## src/rtl/burst_lim_pkg.sv

```systemverilog
// Package: shared types for the register burst address limiter.
// Assumes nothing beyond being compiled before the modules that import it.
package burst_lim_pkg;

    // Burst sequencer states: waiting, walking addresses, signalling completion.
    typedef enum logic [1:0] {
        ST_IDLE = 2'd0,
        ST_RUN  = 2'd1,
        ST_DONE = 2'd2
    } seq_state_e;

endpackage

```

## src/rtl/burst_lim_grant.sv

```systemverilog
// Module: burst_lim_grant
// Combinational grant calculation. Flags a start address that is outside the
// 31-bit space or not word aligned, and clamps the requested register count to
// the registers that remain up to and including TOP_ADDR.
// Assumes ADDR_W >= LEN_W and ALIGN_B >= 1.
module burst_lim_grant #(
    parameter int unsigned ADDR_W  = 32,
    parameter int unsigned LEN_W   = 8,
    parameter int unsigned ALIGN_B = 2,
    parameter logic [ADDR_W-1:0] TOP_ADDR = 32'h7FFF_FFFC
) (
    input  logic [ADDR_W-1:0] start_addr_i,
    input  logic [LEN_W-1:0]  req_len_i,
    output logic [LEN_W-1:0]  grant_len_o,
    output logic              bad_o
);

    logic [ADDR_W-1:0] span;
    logic [ADDR_W-1:0] room;
    logic [ADDR_W-1:0] req_ext;

    // Purpose: validate the start address and pick min(request, room left).
    always_comb begin
        bad_o   = start_addr_i[ADDR_W-1] | (|start_addr_i[ALIGN_B-1:0]);
        span    = TOP_ADDR - start_addr_i;
        room    = (span >> ALIGN_B) + {{(ADDR_W-1){1'b0}}, 1'b1};
        req_ext = ADDR_W'(req_len_i);
        if (bad_o) begin
            grant_len_o = '0;
        end else if (req_ext < room) begin
            grant_len_o = req_len_i;
        end else begin
            grant_len_o = room[LEN_W-1:0];
        end
    end

endmodule

```

## src/rtl/burst_lim_seq.sv

```systemverilog
// Module: burst_lim_seq
// Burst sequencer. Accepts a start only when idle, captures the grant and
// error flag, then emits one register address per cycle for the granted count
// and pulses done for one cycle afterwards.
// Assumes grant_len_i is already clamped so that no address passes TOP_ADDR.
module burst_lim_seq
    import burst_lim_pkg::*;
#(
    parameter int unsigned ADDR_W  = 32,
    parameter int unsigned LEN_W   = 8,
    parameter int unsigned ALIGN_B = 2,
    parameter logic [ADDR_W-1:0] TOP_ADDR = 32'h7FFF_FFFC
) (
    input  logic              clk,
    input  logic              rst_n,
    input  logic              start_i,
    input  logic [ADDR_W-1:0] base_addr_i,
    input  logic [LEN_W-1:0]  grant_len_i,
    input  logic              bad_i,
    output logic [ADDR_W-1:0] addr_o,
    output logic              addr_valid_o,
    output logic              done_o,
    output logic [LEN_W-1:0]  grant_q_o,
    output logic              err_q_o
);

    localparam logic [ADDR_W-1:0] STRIDE = ADDR_W'(1) << ALIGN_B;
    localparam logic [LEN_W-1:0]  ONE    = LEN_W'(1);

    seq_state_e        state_q;
    logic [ADDR_W-1:0] addr_q;
    logic [LEN_W-1:0]  left_q;
    logic [LEN_W-1:0]  grant_q;
    logic              err_q;
    logic              accept;

    assign accept       = (state_q == ST_IDLE) && start_i;
    assign addr_o       = addr_q;
    assign addr_valid_o = (state_q == ST_RUN);
    assign done_o       = (state_q == ST_DONE);
    assign grant_q_o    = grant_q;
    assign err_q_o      = err_q;

    // Purpose: state, address walk, remaining count and captured grant.
    always_ff @(posedge clk) begin
        if (!rst_n) begin
            state_q <= ST_IDLE;
            addr_q  <= '0;
            left_q  <= '0;
            grant_q <= '0;
            err_q   <= 1'b0;
        end else begin
            case (state_q)
                ST_IDLE: begin
                    if (start_i) begin
                        grant_q <= grant_len_i;
                        err_q   <= bad_i;
                        addr_q  <= base_addr_i;
                        left_q  <= grant_len_i;
                        state_q <= (grant_len_i == '0) ? ST_DONE : ST_RUN;
                    end
                end
                ST_RUN: begin
                    addr_q <= addr_q + STRIDE;
                    left_q <= left_q - ONE;
                    if (left_q == ONE) begin
                        state_q <= ST_DONE;
                    end
                end
                default: state_q <= ST_IDLE;
            endcase
        end
    end

    // Checker state: beats emitted since the last accepted start.
    logic [LEN_W-1:0] beats_q;

    // Purpose: count valid address beats for the completion check.
    always_ff @(posedge clk) begin
        if (!rst_n) begin
            beats_q <= '0;
        end else if (accept) begin
            beats_q <= '0;
        end else if (addr_valid_o) begin
            beats_q <= beats_q + ONE;
        end
    end

    // consecutive beats step by one register.
    assert_addr_step_R6: assert property (@(posedge clk) disable iff (!rst_n)
        (addr_valid_o && left_q != ONE) |=> (addr_valid_o && addr_o == $past(addr_o) + STRIDE));

    // beat count at completion equals the captured grant.
    assert_beats_match_grant_R6: assert property (@(posedge clk) disable iff (!rst_n)
        done_o |-> (beats_q == grant_q));

    // done follows the last beat directly.
    assert_done_after_last_R7: assert property (@(posedge clk) disable iff (!rst_n)
        (addr_valid_o && left_q == ONE) |=> done_o);

    // done lasts a single cycle.
    assert_done_single_R7: assert property (@(posedge clk) disable iff (!rst_n)
        done_o |=> !done_o);

    // no emitted address passes the top register or is misaligned.
    assert_addr_in_range_R3: assert property (@(posedge clk) disable iff (!rst_n)
        addr_valid_o |-> (addr_o <= TOP_ADDR && addr_o[ALIGN_B-1:0] == '0));

    // a rejected request produces no beats.
    assert_err_no_beats_R4: assert property (@(posedge clk) disable iff (!rst_n)
        err_q |-> !addr_valid_o);

    // captured grant and error stay put while a burst is in flight.
    assert_busy_hold_R9: assert property (@(posedge clk) disable iff (!rst_n)
        (state_q != ST_IDLE) |=> ($stable(grant_q) && $stable(err_q)));

endmodule

```

## src/rtl/burst_lim_mask.sv

```systemverilog
// Module: burst_lim_mask
// Clears the top data bit, which does not exist in the 31-bit registers.
// Assumes DATA_W >= 2.
module burst_lim_mask #(
    parameter int unsigned DATA_W = 32
) (
    input  logic [DATA_W-1:0] data_i,
    output logic [DATA_W-1:0] data_o
);

    localparam logic [DATA_W-1:0] KEEP = {1'b0, {(DATA_W-1){1'b1}}};

    // Purpose: keep only the valid low bits.
    always_comb begin
        data_o = data_i & KEEP;
    end

endmodule

```

## src/rtl/burst_lim_top.sv

```systemverilog
// Module: burst_lim_top
// Register burst address limiter: validates and clamps a register burst
// against the 31-bit address space, walks the granted addresses, and masks
// read data to its valid bits.
// Assumes start_addr_i and req_len_i are valid in the cycle start_i is high.
module burst_lim_top #(
    parameter int unsigned ADDR_W = 32,
    parameter int unsigned LEN_W  = 8,
    parameter int unsigned DATA_W = 32
) (
    input  logic              clk,
    input  logic              rst_n,
    input  logic              start_i,
    input  logic [ADDR_W-1:0] start_addr_i,
    input  logic [LEN_W-1:0]  req_len_i,
    input  logic [DATA_W-1:0] rd_data_i,
    output logic [LEN_W-1:0]  grant_len_o,
    output logic              err_o,
    output logic [ADDR_W-1:0] addr_o,
    output logic              addr_valid_o,
    output logic              done_o,
    output logic [DATA_W-1:0] rd_data_o
);

    localparam int unsigned ALIGN_B = $clog2(DATA_W / 8);
    localparam logic [ADDR_W-1:0] TOP_ADDR =
        {1'b0, {(ADDR_W-1-ALIGN_B){1'b1}}, {ALIGN_B{1'b0}}};

    logic [LEN_W-1:0] grant_comb;
    logic             bad_comb;

    burst_lim_grant #(
        .ADDR_W(ADDR_W), .LEN_W(LEN_W), .ALIGN_B(ALIGN_B), .TOP_ADDR(TOP_ADDR)
    ) grant_i (
        .start_addr_i(start_addr_i),
        .req_len_i   (req_len_i),
        .grant_len_o (grant_comb),
        .bad_o       (bad_comb)
    );

    burst_lim_seq #(
        .ADDR_W(ADDR_W), .LEN_W(LEN_W), .ALIGN_B(ALIGN_B), .TOP_ADDR(TOP_ADDR)
    ) seq_i (
        .clk         (clk),
        .rst_n       (rst_n),
        .start_i     (start_i),
        .base_addr_i (start_addr_i),
        .grant_len_i (grant_comb),
        .bad_i       (bad_comb),
        .addr_o      (addr_o),
        .addr_valid_o(addr_valid_o),
        .done_o      (done_o),
        .grant_q_o   (grant_len_o),
        .err_q_o     (err_o)
    );

    burst_lim_mask #(.DATA_W(DATA_W)) mask_i (
        .data_i(rd_data_i),
        .data_o(rd_data_o)
    );

    // a flagged request always carries a zero grant.
    assert_err_zero_grant_R5: assert property (@(posedge clk) disable iff (!rst_n)
        err_o |-> (grant_len_o == '0));

    // a zero grant finishes on the very next cycle.
    assert_zero_grant_done_R8: assert property (@(posedge clk) disable iff (!rst_n)
        (start_i && !addr_valid_o && !done_o && !$past(addr_valid_o) && grant_comb == '0
         && $past(rst_n)) |=> done_o);

endmodule

```

## config.mk

```make
export PLATFORM = sky130hd
export DESIGN_NAME = burst_lim_top
export DESIGN_NICKNAME = d
export VERILOG_FILES = /design/src/rtl/burst_lim_pkg.sv /design/src/rtl/burst_lim_grant.sv /design/src/rtl/burst_lim_seq.sv /design/src/rtl/burst_lim_mask.sv /design/src/rtl/burst_lim_top.sv
export SDC_FILE = /design/constraint.sdc
export NUM_CORES = 1
export LEC_CHECK = 0
export BUFFER_PORTS_ARGS = -buffer_cell sky130_fd_sc_hd__buf_4
export CAP_MARGIN = 5
export CORE_ASPECT_RATIO = 1.5
export CORE_UTILIZATION = 55
export CTS_BUF_LIST = sky130_fd_sc_hd__clkbuf_2
export DETAILED_ROUTE_END_ITERATION = 10
export PLACE_DENSITY = 0.91
export SYNTH_ARGS = -nofsm -noshare
export SYNTH_HDL_FRONTEND = slang
export SYNTH_SLANG_ARGS = --single-unit
```

## constraint.sdc

```tcl
create_clock -name clk -period 8.4 [get_ports clk]
set_input_delay 1.68 -clock clk [delete_from_list [all_inputs] [get_ports clk]]
set_output_delay 1.68 -clock clk [all_outputs]
set_load 0.05 [all_outputs]
```

==> out/results.ini, run 1 <==
[outcome]
status=finished, final reports clean

[timing]
final-max-slew-violation-count=0
hold_viol_final=0
fin_crit_sh_pct=69.68
rsz0062_at_grt=false
skew_ns=0.02261
max_clock_freq_mhz=170.9
setup_tns_ns=0
setup_viol=0
finalWorstSetupSlack_ns=2.547
maxSlewHeadroom_pct=45.06
worst_slew_pin_slew_ns=0.8166
fin_crit_ns=5.853

[grt]
grt_pass1_vias=4304
grt_max_degree=32
antenna_found_initial=0
grt_pass1_wl_um=20250
grtUsageTotal_pct=31.87
overflow=0

[power]
swShare_pct=38.86
intPower_uw=380.5
vdd_drop_max_v=0.00006526
p_sw_uw=241.8
power_leakage_uw=0.001784
p_clk_share_pct=21.1
p_per_area_mw_per_mm2=131.4
pwr-share-seq_pct=45.0
p_comb_share_pct=34.0

[detailed_routing]
wl_per_cell_um=17.84
vias_per_cell=6.642
drt_pre_antenna_iters=5
drtAntennaViolNets=0
drt_wl_total_um=12560
drt_iter0_drc=499
vias=4676
drcViolationCount=0

[critical_path]
crit_type=in -> reg
startpoint_type=input port
critPathRequiredTime_ns=8.84
critical_path.max_fanout=10
end_kind=flop
worstPathArrival_ns=6.30
reg2reg_depth=9

[clock_network]
clock_sinks=51
cts_root_buf=clkbuf_2
postCtsHoldBufs=0
cts-htree-levels=2
cts_buffer_depth=2
cts_made_buffers=5
cts_resized=0
cts_setup_buffers=0
clkLatencyLatePin_ns=0.47
cts_tree=built
clkTransAtPathRegs_ns=0.26

[floorplan]
dieHeight_um=109.6
fp.dieArea_mm2=0.008079
initial_core_util_pct=57.59
num_io_pins=150
die_w_um=73.73
rows=38
coreArea_mm2=0.007370

[placed_design]
gp_congestion=0.9893
pre_cts_ws_ns=2.262
hpwl_um=9478
numPortBuffers=85

[synth]
synth_area_mm2=0.004244
ys_ff_latch=51
syn_avg_cell_area_um2=7.459
synthesis.nets=655
synth.distinct_cells=69
ys_async_sr_fraction_pct=0
ys.flop_type=dfxtp_1
synthCells=569
seq_area_frac_synth_pct=24.06
ys_warn_count=0
synth_edf_count=0

[hold_path]
hp-class=reg -> reg
min_path_cells=2

[run]
cap_violations=0

[finish]
final_nets=689
area_growth_pct=11.62
n_antenna_cell=0
drive_gt1_share_pct=18.71

==> area by class of cell <==
type | instances | area (µm²)
clock inverter | 3 | 38.79
fill | 638 | 2633
inverter | 18 | 67.56
multi-input combinational | 438 | 2791
timing repair buffer | 89 | 668.1
tap | 100 | 125.1
sequential | 51 | 1021
clock buffer | 5 | 25.02
==> power groups by stage <==
stage	registers [µW]	logic [µW]	clock network, µW
after floorplan	327	131	0
after global placement	283	203	0
after detailed placement	283	208	0
after CTS	279	209	132
after global routing	282	227	142
final	280	211	131
==> state kept, by name, indices dropped and copies added, names as in the netlist <==
name             flops
seq_i.addr_o        32
seq_i.grant_q_o      8
seq_i.left_q         8
seq_i.state_q        2
seq_i.err_q_o        1
==> per-stage QoR <==
step,util [%],instances,area [µm²],hold WS (ns),power (µW)
final,64.28,704,4737,0.4666,622.2
after global routing,64.28,704,4737,0.4918,651.4
after CTS,64.28,704,4737,0.4691,619.7
after detailed placement,63.41,696,4673,0.4428,491.7
after global placement,63.41,696,4673,0.4378,485.9
after floorplan,-,569,4244,0.4916,458.3
==> worst paths after layout <==
check	start	endpoint	slack, ns
setup / recovery	start_addr_i[0]	seq_i.state_q[1]	2.55
hold / removal	seq_i.grant_q_o[2]	seq_i.grant_q_o[2]	0.47
hold reg to reg	seq_i.grant_q_o[2]	seq_i.grant_q_o[2]	0.47
setup reg to reg	seq_i.addr_o[5]	seq_i.addr_o[25]	5.49
==> layer usage <==
metal | global-route usage (%) | vias to the layer above | wire (µm)
met5 | 0 | - | 0
met4 | 18.41 | 0 | 532
li1 | - | 2183 | -
met1 | 37.94 | 2187 | 4715
met2 | 53.80 | 251 | 6265
met3 | 4.583 | 55 | 1043
==> placed cells by master (no fill, tap or decap), drive strengths merged, types with 4 or more instances in the layout <==
cell / netlist / routed
a21oi: 35 / 35
nor2: 49 / 49
o31ai: 5 / 5
inv: 17 / 17
a211oi: 16 / 16
nor3: 17 / 17
xnor2: 15 / 15
mux2i: 16 / 16
or4: 7 / 7
nand2b: 6 / 6
nand4: 16 / 16
nor2b: 6 / 6
o211ai: 7 / 7
and3: 14 / 14
buf: 40 / 89
dfxtp: 51 / 51
xor2: 4 / 4
nand3: 14 / 14
ha: 11 / 11
nor4: 15 / 15
or3: 4 / 4
o21ai: 48 / 48
nand2: 51 / 51
a22oi: 4 / 4
a221oi: 5 / 5
nand4b: 4 / 4
a311oi: 14 / 14
o22ai: 7 / 7
clkbuf: 22 / 5
and4: 6 / 6
==> worst max-delay path: stages <==
cell and delay, ns:
buf_4 0.14, o21a_1 0.22, nor2_1 0.19, inv_1 0.07, ha_1 0.31, nor3_1 0.22
a31oi_1 0.07, xor2_1 0.27, inv_1 0.10, ha_1 0.28, nand4_1 0.11, a211oi_1 0.24
o31ai_1 0.14, a2111oi_0 0.68, o311ai_0 0.25, nand4b_1 0.24, nor4_2 0.22, buf_4 0.26
mux2i_1 0.37, o2111a_1 0.24
==> synth_stat cells, drive strengths merged, types with 4 or more instances <==
| library cell | instances | share of area, % |
|---|---|---|
| a211oi | 16 | 2.9 |
| a21oi | 35 | 4.1 |
| a221oi | 5 | 1.2 |
| a22oi | 4 | 0.71 |
| a311oi | 14 | 2.9 |
| and3 | 14 | 2.1 |
| and4 | 6 | 1.2 |
| buf | 40 | 6.7 |
| clkbuf | 22 | 2.0 |
| dfxtp | 51 | 24 |
| ha | 11 | 3.2 |
| inv | 17 | 1.5 |
| mux2i | 16 | 3.8 |
| nand2 | 51 | 4.5 |
| nand2b | 6 | 0.88 |
| nand3 | 14 | 1.7 |
| nand4 | 16 | 2.4 |
| nand4b | 4 | 0.83 |
| nor2 | 49 | 4.3 |
| nor2b | 6 | 0.88 |
| nor3 | 17 | 2.1 |
| nor4 | 15 | 2.7 |
| o211ai | 7 | 1.4 |
| o21ai | 48 | 5.7 |
| o22ai | 7 | 1.0 |
| o31ai | 5 | 0.88 |
| or3 | 4 | 0.59 |
| or4 | 7 | 1.4 |
| xnor2 | 15 | 3.1 |
| xor2 | 4 | 0.83 |
==> kinds of logic (layout without fill, tap and decap cells) <==
group | after synthesis | count (layout) | share of synthesized area (%)
other | 1 | 1 | 0.08836
muxes | 19 | 19 | 4.658
and+or+nand+nor | 223 | 223 | 28.21
buffers and inverters | 80 | 115 | 10.23
DFF | 51 | 51 | 24.06
xor gates and xnor gates | 19 | 19 | 3.921
AOI/OAI and AO/OA | 165 | 165 | 25.59
adders and majority gates | 11 | 11 | 3.243
No activity file was read; power rests on OpenSTA's default activity.
==> run 2, diff against run 1 <==
--- a/config.mk
+++ b/config.mk
@@ -8,10 +8,10 @@
 export BUFFER_PORTS_ARGS = -buffer_cell sky130_fd_sc_hd__buf_4
 export CAP_MARGIN = 5
 export CORE_ASPECT_RATIO = 1.5
-export CORE_UTILIZATION = 55
+export CORE_UTILIZATION = 47
 export CTS_BUF_LIST = sky130_fd_sc_hd__clkbuf_2
 export DETAILED_ROUTE_END_ITERATION = 10
-export PLACE_DENSITY = 0.91
+export PLACE_DENSITY = 0.83
 export SYNTH_ARGS = -nofsm -noshare
 export SYNTH_HDL_FRONTEND = slang
 export SYNTH_SLANG_ARGS = --single-unit
==> constraint.sdc (replaced) <==
create_clock -name clk -period 5.2 [get_ports clk]
set_input_delay 1.04 -clock clk [delete_from_list [all_inputs] [get_ports clk]]
set_output_delay 1.04 -clock clk [all_outputs]
set_load 0.05 [all_outputs]
==> run 2 against run 1 <==
  * Critical path type unchanged
  * Clock-buffer cell count unchanged
  * Critical path depth increased by 1
  * Critical endpoint is now seq_i.left_q[7]
  * Clock skew decreased by 0.0042 ns
  * Via count decreased by 0.83%
  * Global-route usage decreased by 4.8 points
  * Worst setup slack got worse by 2.1 ns
  * Non-clock buffer count increased by 15
  * Wire length increased by 1.3%
  * Hold slack improved by 0.0079 ns
  * Final cell count increased by 3.6%
==> out/results.ini, run 2 (synthesis results as in run 1) <==
[outcome]
status=finished, final reports clean

[timing]
hold_viol_final=0
max_clock_freq_mhz=209.6
worst_slew_pin_slew_ns=0.7140
fin_crit_ns=4.771
setup_viol=0
rsz0062_at_grt=false
skew_ns=0.01836
fin_crit_sh_pct=91.74
final-max-slew-violation-count=0
holdWs_ns=0.4745
maxSlewHeadroom_pct=52.03

[detailed_routing]
drt_iter0_drc=382
drcViolationCount=0
vias=4637
wl_per_cell_um=17.46
drt_wl_total_um=12730
drt_pre_antenna_iters=5
drtAntennaViolNets=0
vias_per_cell=6.361

[clock_network]
cts-htree-levels=2
postCtsHoldBufs=0
cts_resized=0
cts_root_buf=clkbuf_2
cts_buffer_depth=2
cts_setup_buffers=0
cts_tree=built
clkLatencyLatePin_ns=0.48
cts_made_buffers=5
clock_sinks=51
clkTransAtPathRegs_ns=0.26

[grt]
grt_pass1_vias=4412
grt_max_degree=32
grt_pass1_wl_um=20450
antenna_found_initial=0
overflow=0
grtUsageTotal_pct=27.07

[floorplan]
coreArea_mm2=0.008776
fp.dieArea_mm2=0.009422
rows=42
die_w_um=79.59
initial_core_util_pct=48.36
dieHeight_um=118.4
num_io_pins=150

[finish]
fillers=836
final_area_mm2=0.004866
regMostFlops=seq_i.addr_o
drive_gt1_share_pct=20.84
final_common_cell=buf_4
final_cell_mix=buf_4 (104), nand2_1 (51), dfxtp_1 (51)
area_growth_pct=14.65
n_antenna_cell=0
final_nets=704
largest_reg_flops=32

[placed_design]
hpwl_um=9634
gp_congestion=0.9197
dpl_cell_area_mm2=0.004798
numPortBuffers=85

[critical_path]
path_cells=buf_4, o21a_1, nor2_1, inv_1, ha_1, nor3_1, a31oi_1, xor2_1, inv_1, ha_1, nand4_1, a211oi_1, o31ai_1, a2111oi_0, buf_4, o311ai_0, nand4b_1, nor4_2, buf_4, mux2i_1, o32ai_1
crit_type=in -> reg
worstPathArrival_ns=5.15
max_stage_delay_ns=0.44
crit_top_cell=buf_4
end_kind=flop
startpoint_type=input port
critPathRequiredTime_ns=5.58
critical_path.max_fanout=9
crit_slowest_cell=a2111oi_0

[power]
vdd_drop_max_v=0.0001169
p_per_area_mw_per_mm2=209.4
power_leakage_uw=0.001859

[hold_path]
hp-class=reg -> reg

[run]
cap_violations=0

run 2: cell count changes in the layout (fill, tap and decap cells not counted), sizes merged:
cell / change
buf: +15
run 2: critical path: cells and delay by family:
kind / cells / cell delay [ns]
and+or+nand+nor: 5 / 0.95
muxes: 1 / 0.37
xor gates and xnor gates: 1 / 0.21
AOI/OAI and AO/OA: 7 / 1.32
buffers and inverters: 5 / 0.73
adders and majority gates: 2 / 0.53
run 2: routing by layer:
metal,routed length [µm],up-vias,part of all wire (%),global-route usage [%]
met2,6574,211,52,46.58
met5,0,-,0,0
li1,-,2202,-,-
met3,698,41,5.5,3.552
met4,558,0,4.4,16.70
met1,4893,2183,38,30.72
run 2: layout make-up:
| class | instances | area (µm²) | area share, % |
|---|---|---|---|
| Multi-Input combinational cell | 438 | 2795 | 57.44 |
| Sequential cell | 51 | 1021 | 20.98 |
| Timing Repair Buffer | 104 | 780.7 | 16.05 |
| Tap cell | 110 | 137.6 | 2.828 |
| Inverter | 18 | 67.56 | 1.389 |
| Clock inverter | 3 | 38.79 | 0.7971 |
| Clock buffer | 5 | 25.02 | 0.5143 |
run 2: worst paths after layout:
| path | startpoint | endpoint | slack, ns | depth (start not counted) |
|---|---|---|---|---|
| setup / recovery | start_addr_i[0] | seq_i.left_q[7] | 0.43 | 21 |
| hold / removal | seq_i.grant_q_o[2] | seq_i.grant_q_o[2] | 0.47 | 2 |
| setup reg to reg | seq_i.addr_o[5] | seq_i.addr_o[25] | 2.18 | 9 |
| hold reg to reg | seq_i.grant_q_o[2] | seq_i.grant_q_o[2] | 0.47 | 2 |
run 2: metrics by stage:
stage                     power (µW)  instances  worst slack, ns  setup TNS (ns)  util [%]
after floorplan                740.4        569           0.5659               0         -
after global routing            1063        729          0.02220               0     55.45
after global placement         796.1        721         -0.05189         -0.1368     54.68
after CTS                       1016        729           0.3798               0     55.40
after detailed placement       805.3        721          -0.1095         -0.4742     54.68
final                           1019        729           0.4295               0     55.45
run 2: report_power, final:
part | total [µW] | leakage, µW | internal [µW] | switching [µW]
Clock | 216 | 0.0000404 | 78.8 | 137
Combinational | 351 | 0.00140 | 126 | 226
Sequential | 452 | 0.000419 | 419 | 33.0
Total | 1020 | 0.00186 | 623 | 396
==> run 3, diff against run 2 <==
--- a/config.mk
+++ b/config.mk
@@ -10,7 +10,9 @@
 export CORE_ASPECT_RATIO = 1.5
 export CORE_UTILIZATION = 47
 export CTS_BUF_LIST = sky130_fd_sc_hd__clkbuf_2
+export CTS_CLUSTER_SIZE = 28
 export DETAILED_ROUTE_END_ITERATION = 10
+export MAX_ROUTING_LAYER = met4
 export PLACE_DENSITY = 0.83
 export SYNTH_ARGS = -nofsm -noshare
 export SYNTH_HDL_FRONTEND = slang
==> run 3 against run 2 <==
  * Design area decreased by 0.46%
  * Clock skew decreased by 0.0016 ns
  * Flip-flop and latch count unchanged
  * Combinational power about the same
  * Sequential share of layout area increased by 0.098 points
  * Critical path depth unchanged
  * Register-to-register slack improved by 0.12 ns
==> out/results.ini, run 3 (synthesis results as in run 1) <==
[detailed_routing]
vias=4615
wl_per_cell_um=16.98
drtAntennaViolNets=0
drt_pre_antenna_iters=5
drt_wl_total_um=12400
drcViolationCount=0
vias_per_cell=6.322
drt_iter0_drc=373

[grt]
grt_pass1_vias=4173
grt_max_degree=32
grt_pass1_wl_um=19770
overflow=0
antenna_found_initial=1
grtUsageTotal_pct=27.21

[finish]
area_growth_pct=14.12
final_cell_mix=buf_4 (104), nand2_1 (51), dfxtp_1 (51)
finish.utilization_pct=55.19
largest_reg_flops=32
final_nets=704
fillers=849
regMostFlops=seq_i.addr_o
drive_gt1_share_pct=20.84
final_common_cell=buf_4
fin_cells=730

[critical_path]
crit_slowest_cell=a2111oi_0
worstPathArrival_ns=5.27
reg2reg_depth=9
r2r-start=seq_i.addr_o[5]
end_kind=flop
crit_type=in -> reg
critPathRequiredTime_ns=5.66
r2r-end=seq_i.addr_o[25]
r2r_setup_slack_ns=2.30
cp-startpoint=start_addr_i[0]
max_stage_delay_ns=0.41
endpoint=seq_i.state_q[1]
path_cells=buf_4, o21a_1, nor2_1, inv_1, ha_1, nor3_1, a31oi_1, xor2_1, inv_1, ha_1, nand4_1, a211oi_1, o31ai_1, a2111oi_0, buf_4, o311ai_0, nand4b_1, nor4_2, buf_4, mux2i_1, o2111a_1
startpoint_type=input port
crit_top_cell=buf_4
critical_path.max_fanout=10

[power]
p_per_area_mw_per_mm2=199.9
vdd_drop_max_v=0.0001077
power_leakage_uw=0.001846

[timing]
setup_viol=0
max_clock_freq_mhz=207.6
hold_viol_final=0
rsz0062_at_grt=false
fin_crit_ns=4.817
worst_slew_pin_slew_ns=0.7087
holdWs_ns=0.4734
maxSlewHeadroom_pct=52.39
skew_ns=0.01676
final-max-slew-violation-count=0
fin_crit_sh_pct=92.63

[clock_network]
clkTransAtPathRegs_ns=0.26
cts_tree=built
cts_made_buffers=5
postCtsHoldBufs=0
cts_root_buf=clkbuf_2
clkLatencyLatePin_ns=0.48
cts-htree-levels=2
clock_sinks=51
cts_buffer_depth=2
cts_setup_buffers=0
cts_resized=0

[floorplan]
rows=42
dieHeight_um=118.4
die_w_um=79.59
initial_core_util_pct=48.36
coreArea_mm2=0.008776
fp.dieArea_mm2=0.009422
num_io_pins=150

[placed_design]
numPortBuffers=85
hpwl_um=9391
gp_congestion=0.9329
dp_cells=721

[run]
cap_violations=0

[hold_path]
min_path_cells=2
hp-class=reg -> reg

[outcome]
status=finished, final reports clean

-- run 3: cell types whose count changed in the layout (fill, tap and decap cells not counted) --
cell / before / now
clkinv_1: 2 / 1
diode_2: 0 / 1
clkinvlp_4: 0 / 1
clkbuf_2: 5 / 6
bufinv_16: 1 / 0
mux2i_1: 15 / 16
mux2i_2: 1 / 0
-- run 3: layout make-up --
| class | count | area [µm²] | share of cell area, % |
|---|---|---|---|
| timing repair buffer | 104 | 780.7 | 16.12 |
| clock buffer | 6 | 30.03 | 0.6200 |
| sequential | 51 | 1021 | 21.08 |
| multi-input combinational | 438 | 2791 | 57.63 |
| inverter | 18 | 67.56 | 1.395 |
| antenna | 1 | 2.502 | 0.05167 |
| tap | 110 | 137.6 | 2.842 |
| clock inverter | 2 | 12.51 | 0.2583 |
-- run 3: routing by layer --
layer  global-route usage, %  up-vias  routed length [µm]
li1                        -     2208                   -
met4                   15.57        0                 501
met5                       -        -                   0
met2                   44.98      179                6332
met1                   30.96     2194                4836
met3                   3.398       34                 727
-- run 3: how the worst min path moves through the flow --
stage	to	startpoint	slack [ns]
after floorplan	seq_i.addr_o[22]	seq_i.state_q[0]	0.49
after global placement	seq_i.grant_q_o[2]	seq_i.grant_q_o[2]	0.44
after detailed placement	seq_i.grant_q_o[1]	seq_i.grant_q_o[1]	0.44
after CTS	seq_i.grant_q_o[2]	seq_i.grant_q_o[2]	0.48
after global routing	seq_i.grant_q_o[3]	seq_i.grant_q_o[3]	0.50
final	seq_i.grant_q_o[2]	seq_i.grant_q_o[2]	0.47
-- run 3: stage by stage --
stage | TNS [ns] | worst slack [ns] | total power (µW) | cell area, µm²
2_1_floorplan | 0 | 0.5659 | 740.4 | 4244
3_3_place_gp | -0.3602 | -0.08933 | 796.6 | 4798
6_report | 0 | 0.3832 | 968.1 | 4843
4_1_cts | 0 | 0.4315 | 964.8 | 4841
3_5_place_dp | -0.08676 | -0.04694 | 804.3 | 4798
5_1_grt | 0 | 0.04513 | 1016 | 4843
-- run 3: critical path: cells and delay by family --
family	cells	cell delay (ns)
XOR/XNOR	1	0.20
multiplexers	1	0.38
AND/OR/NAND/NOR	5	0.98
buffers and inverters	5	0.72
AO/OA/AOI/OAI	7	1.41
adder cells (fa/ha/maj)	2	0.54
-- run 3: where the power goes --
part,total (µW),internal [µW],switching (µW)
Sequential,451,419,32.3
Clock,167,34.0,133
Combinational,350,125,224
